==> src/rtl/act_faw_track.sv <==
`timescale 1ns/1ps
// Sliding activate window: ages of the last SLOTS activates, slot 0 newest.
module act_faw_track #(
  parameter int SLOTS = 4,
  parameter int AGE_W = 6
) (
  input  logic             clk_i,
  input  logic             rst_ni,
  input  logic             push_i,
  input  logic             win_en_i,
  input  logic [AGE_W-1:0] win_len_i,
  output logic             block_o
);
  logic [AGE_W-1:0] age_q [SLOTS];
  logic [SLOTS-1:0] vld_q;

  function automatic logic [AGE_W-1:0] sat_inc(input logic [AGE_W-1:0] a);
    return (&a) ? a : a + AGE_W'(1);
  endfunction

  for (genvar i = 0; i < SLOTS; i++) begin : g_slot
    always_ff @(posedge clk_i or negedge rst_ni) begin
      if (!rst_ni) begin
        age_q[i] <= '0;
        vld_q[i] <= 1'b0;
      end else if (push_i) begin
        if (i == 0) begin
          age_q[i] <= AGE_W'(1);
          vld_q[i] <= 1'b1;
        end else begin
          age_q[i] <= sat_inc(age_q[(i == 0) ? 0 : i-1]);
          vld_q[i] <= vld_q[(i == 0) ? 0 : i-1];
        end
      end else if (vld_q[i]) begin
        age_q[i] <= sat_inc(age_q[i]);
      end
    end
  end

  assign block_o = win_en_i && (&vld_q) && (age_q[SLOTS-1] < win_len_i);
endmodule

==> config.mk <==
export PLATFORM = sky130hd
export DESIGN_NAME = act_faw_track
export DESIGN_NICKNAME = d
export VERILOG_FILES = /design/src/rtl/act_faw_track.sv
export SDC_FILE = /design/constraint.sdc
export NUM_CORES = 1
export LEC_CHECK = 0
export ABC_CLOCK_PERIOD_IN_PS = 1900
export CAP_MARGIN = 20
export CELL_PAD_IN_SITES_DETAIL_PLACEMENT = 0
export CELL_PAD_IN_SITES_GLOBAL_PLACEMENT = 2
export CORE_MARGIN = 2
export CORE_UTILIZATION = 34
export CTS_BUF_LIST = sky130_fd_sc_hd__clkbuf_16
export CTS_CLUSTER_DIAMETER = 50
export DETAILED_ROUTE_END_ITERATION = 7
export HOLD_SLACK_MARGIN = 0.06
export PLACE_DENSITY_LB_ADDON = 0.1
export SYNTH_ARGS = -nofsm -noshare
export SYNTH_HDL_FRONTEND = slang
export SYNTH_SLANG_ARGS = --single-unit
==> constraint.sdc <==
create_clock -name clk_i -period 1.9 [get_ports clk_i]
set_input_delay 0.19 -clock clk_i [delete_from_list [all_inputs] [get_ports clk_i]]
set_output_delay 0.19 -clock clk_i [all_outputs]
set_load 0.03 [all_outputs]
# After elaboration in Yosys (flattened, before gate mapping)
# Index checks and enable logic that the tools add are counted.
# word_totals
regBits	28
word_cells	38
output_inout_bits	1
# op_classes
n_addsub	4
n_lt_le_gt_ge	1
muxes	12
n_reduce_logical	12
eq_ne	1
# op_table
operator	n
$mux W6	12
$add A6 B1 Y6 const B	4
$reduce_and A6 Y1	4
$reduce_bool A2 Y1	4
$lt A6 B6 Y1	1
$reduce_and A4 Y1	1
$logic_and A1 B1 Y1	2
$ne A2 B2 Y1 const B	1
$reduce_and A2 Y1	1

# Logic depth before layout (Yosys ltp)
# Gate-level depths: netlist of the first run.
# logic_depth
ltp_word	4
mapped_depth	6
ltp_nobuf	6

# Worst setup path after synthesis of the first run
# OpenSTA, ideal clock, no wires.
# synth_path
path_type	register -> register
startpoint	register age_q[6] in the netlist's numbering
endpoint	register age_q[1] in the netlist's numbering
path_slack_ns	0.139
arrival_time_ns	1.635
path_stages_with_launch	7
path_buffers	1
period_less_slack_ns	1.761
setup_time_ns	0.126
path_cell_list	dfrtp_1 -> ha_1 -> nand3_2 -> or2_1 -> buf_6 -> mux2_4 -> a221o_1
# synth_via
elab_chain_len	3
elab_cells_between_ends	4
cone_classes	add/sub (1); mux (2); reduce/logical (1)
# synth_rtl
item	line_no	text
start: declaration	14	logic [AGE_W-1:0] age_q [SLOTS];
start signal: indexed assignment	31	age_q[i] <= sat_inc(age_q[(i == 0) ? 0 : i-1]);
start signal: indexed assignment	35	age_q[i] <= sat_inc(age_q[i]);
$add A6 B1 Y6 or $reduce_and A6 Y1 (tied branches)	18	return (&a) ? a : a + AGE_W'(1);
$mux W6 (*)	18	
$mux W6 (*)	26	end else if (push_i) begin
# Mark *: on every way between the ends. The rest lies on a longest branch, timed or not.
# A chain may end at the register's enable or synchronous reset.

# Worst setup path after layout of the first run
# layout_path
startpoint	register age_q[5] in the netlist's numbering
endpoint	output block_o
# layout_via
elab_chain_len	2
# layout_rtl
item	line_no	text
$lt A6 B6 Y1	40	assign block_o = win_en_i && (&vld_q) && (age_q[SLOTS-1] < win_len_i);
$logic_and A1 B1 Y1	40	
end: declaration	12	output logic block_o
# Every way passes these cells.

==> flow_summary.json, run 1 <==
{
  "max_cap_viol_count": 0,
  "clock-skew-final_ns": 0.00427,
  "total_power_mw": 2.20,
  "ios": 11,
  "chipWidth_um": 78.6,
  "gr-usage-met3_pct": 1.84,
  "synthFlopType": "dfrtp_1",
  "gr-usage-met1_pct": 17.6,
  "grt_most_used_layer": "met2",
  "p_per_area_mw_per_mm2": 1000,
  "wl_per_cell_um": 14.7,
  "synth_edf_count": 0,
  "grt_pass1_vias": 1553,
  "drt_pre_antenna_iters": 4,
  "portBuffers": 10,
  "gp_congestion": 0.763,
  "totalWireLength_um": 4220,
  "ys_async_sr_fraction_pct": 100,
  "die_y_um": 78.6,
  "cts-root-buf": "clkbuf_16",
  "layout_commonest_cell": "dfrtp_1",
  "met2_usage_pct": 26.7,
  "vias_per_cell": 5.42,
  "cp.arrival_ns": 1.62,
  "period_share_pct": 95.2,
  "dp_hpwl_um": 3140,
  "max_slew_margin_pct": 73.2,
  "p_leak_nw": 0.998,
  "antenna_found_initial": 0,
  "cts.sinks": 28,
  "num_rows": 27,
  "dieArea_mm2": 0.00617,
  "drc": 0,
  "fillers": 568,
  "gr-total-overflow": 0,
  "final_cell_mix": "dfrtp_1, nand3_1, mux2i_1",
  "endpoint_kind": "output pin",
  "drt-initial-drc-count": 62,
  "utilization_pct": 40.2,
  "path_max_fanout": 3,
  "synth_seq_cells": 28,
  "ys_types": 52,
  "core_area_mm2": 0.00544,
  "hp-class": "input pin to async pin",
  "rsz0062_at_grt": "false",
  "max_freq_mhz": 553,
  "ys_warn_count": 0,
  "grt_max_degree": 30,
  "cts_buffer_depth": 2,
  "via_count": 1551,
  "syn_area_mm2": 0.00189,
  "antenna_cells": 0,
  "start_util_pct": 34.8,
  "grt_first_pass_wirelength_um": 7210,
  "fin_tns_setup_ns": 0,
  "critPathLaunchType": "flip-flop",
  "clkLatencyLatePin_ns": 0.26,
  "cts_tree": "done",
  "drtAntennaViolNets": 0,
  "criticalPathCategory": "flip-flop to output pin",
  "fin_crit_ns": 1.81,
  "dpl-instance-area_mm2": 0.00209,
  "worstMarginPinSlew_ns": 0.398,
  "syn_avg_cell_area_um2": 9.41,
  "final_hold_viol_count": 0,
  "final_layout_size_suffix_gt1_share_pct": 12.6,
  "slew_viol_final": 0,
  "path_clk_slew_ns": 0.07,
  "syn-instance-count": 201,
  "stdcell_area_mm2": 0.00219,
  "ir_worst_vdd_mv": 0.371,
  "outcome": "completed",
  "nNetsFinal": 234,
  "critPathRequiredTime_ns": 1.71,
  "synth_nets": 220,
  "grt_usage_pct": 14.5,
  "setup_viol": 0,
  "cts_buffers": 3,
  "area_delta_synth_final_pct": 15.8,
  "htree_num_levels": 1,
  "seq_area_frac_synth_pct": 37.1
}
==> routing by layer <==
metal	up-vias	part of all wire (%)
met4	0	1.2
met3	6	2.1
met2	18	52
met1	761	44
met5	-	0
li1	766	-
==> flip-flops by register name (all words and copies together), names as in the netlist <==
signal and count:
age_q 24, vld_q 4
==> what timing repair did <==
action,in CTS,in global routing
endpoints found under the setup margin,0,1
hold buffers,0,0
buffers inserted,0,1
gates resized for setup,0,3
==> stage by stage <==
| stage | setup WS, ns | instances | hold WS, ns |
|---|---|---|---|
| global route | 0.0180 | 286 | 0.362 |
| global placement | 0.0884 | 281 | 0.545 |
| floorplan | 0.139 | 201 | -0.106 |
| detailed placement | 0.0450 | 281 | 0.547 |
| finish | 0.0915 | 286 | 0.316 |
| CTS | 0.0238 | 285 | 0.330 |
==> critical path: stages (launching register included) <==
cell	delay, ns
dfrtp_1	0.40
ha_2	0.17
and4b_1	0.23
nand4_1	0.09
a31oi_1	0.17
o21a_1	0.16
buf_6	0.13
==> kinds of logic after synthesis <==
logic type | Yosys count | share of synthesized area, %
AO/OA/AOI/OAI | 48 | 17.6
XOR/XNOR | 10 | 4.63
multiplexers | 19 | 10.5
AND/OR/NAND/NOR | 66 | 19.5
buffers and inverters | 21 | 4.77
adder cells (fa/ha/maj) | 9 | 5.96
flip-flops | 28 | 37.1
==> worst paths after layout <==
kind	startpoint	to	slack (ns)	cells after the start
min in group clk_i	vld_q[2]	vld_q[3]	0.55	1
hold / removal	rst_ni	age_q[5]	0.32	2
setup reg to reg	age_q[1]	age_q[1]	0.19	5
max in group asynchronous	rst_ni	age_q[15]	1.31	2
hold reg to reg	vld_q[2]	vld_q[3]	0.55	1
setup / recovery	age_q[5]	block_o	0.09	6
==> power breakdown <==
| group | leakage, nW | switching (mW) | internal, mW | total, mW |
|---|---|---|---|---|
| clock network | 0.0385 | 0.201 | 0.282 | 0.483 |
| logic | 0.611 | 0.367 | 0.416 | 0.783 |
| registers | 0.348 | 0.207 | 0.725 | 0.932 |
==> cells in the mapped netlist, drive strengths merged (3+ instances only) <==
library cell / count / area (µm²)
a41oi: 3 / 26.3
mux2: 3 / 37.5
a21o: 3 / 22.5
and4: 3 / 27.5
nand2: 11 / 48.8
mux2i: 16 / 160
nor2b: 5 / 31.3
clkbuf: 8 / 30.0
xnor2: 3 / 26.3
inv: 10 / 37.5
xor2: 7 / 61.3
nand3: 17 / 90.1
ha: 9 / 113
nor2: 10 / 37.5
o21ai: 11 / 55.1
buf: 3 / 22.5
or2: 3 / 18.8
a31oi: 8 / 50.1
dfrtp: 28 / 701
nand2b: 5 / 31.3
a21oi: 4 / 20.0
==> final cells by class <==
type | count | area (µm²) | area share, %
multi-input cells | 152 | 1100 | 50.4
flip-flops and latches | 28 | 701 | 32.0
clock buffers | 3 | 75.1 | 3.43
repair buffers | 20 | 179 | 8.18
well taps | 72 | 90.1 | 4.12
inverters | 10 | 37.5 | 1.72
clock inverters | 1 | 3.75 | 0.172
No activity file was read; power rests on OpenSTA's default activity.
==> run 2: changes to the inputs <==
- SKIP_LAST_GASP: unset -> 1
==> results of run 2 <==
The final DEF is identical to that of run 1; final timing and power are the same.
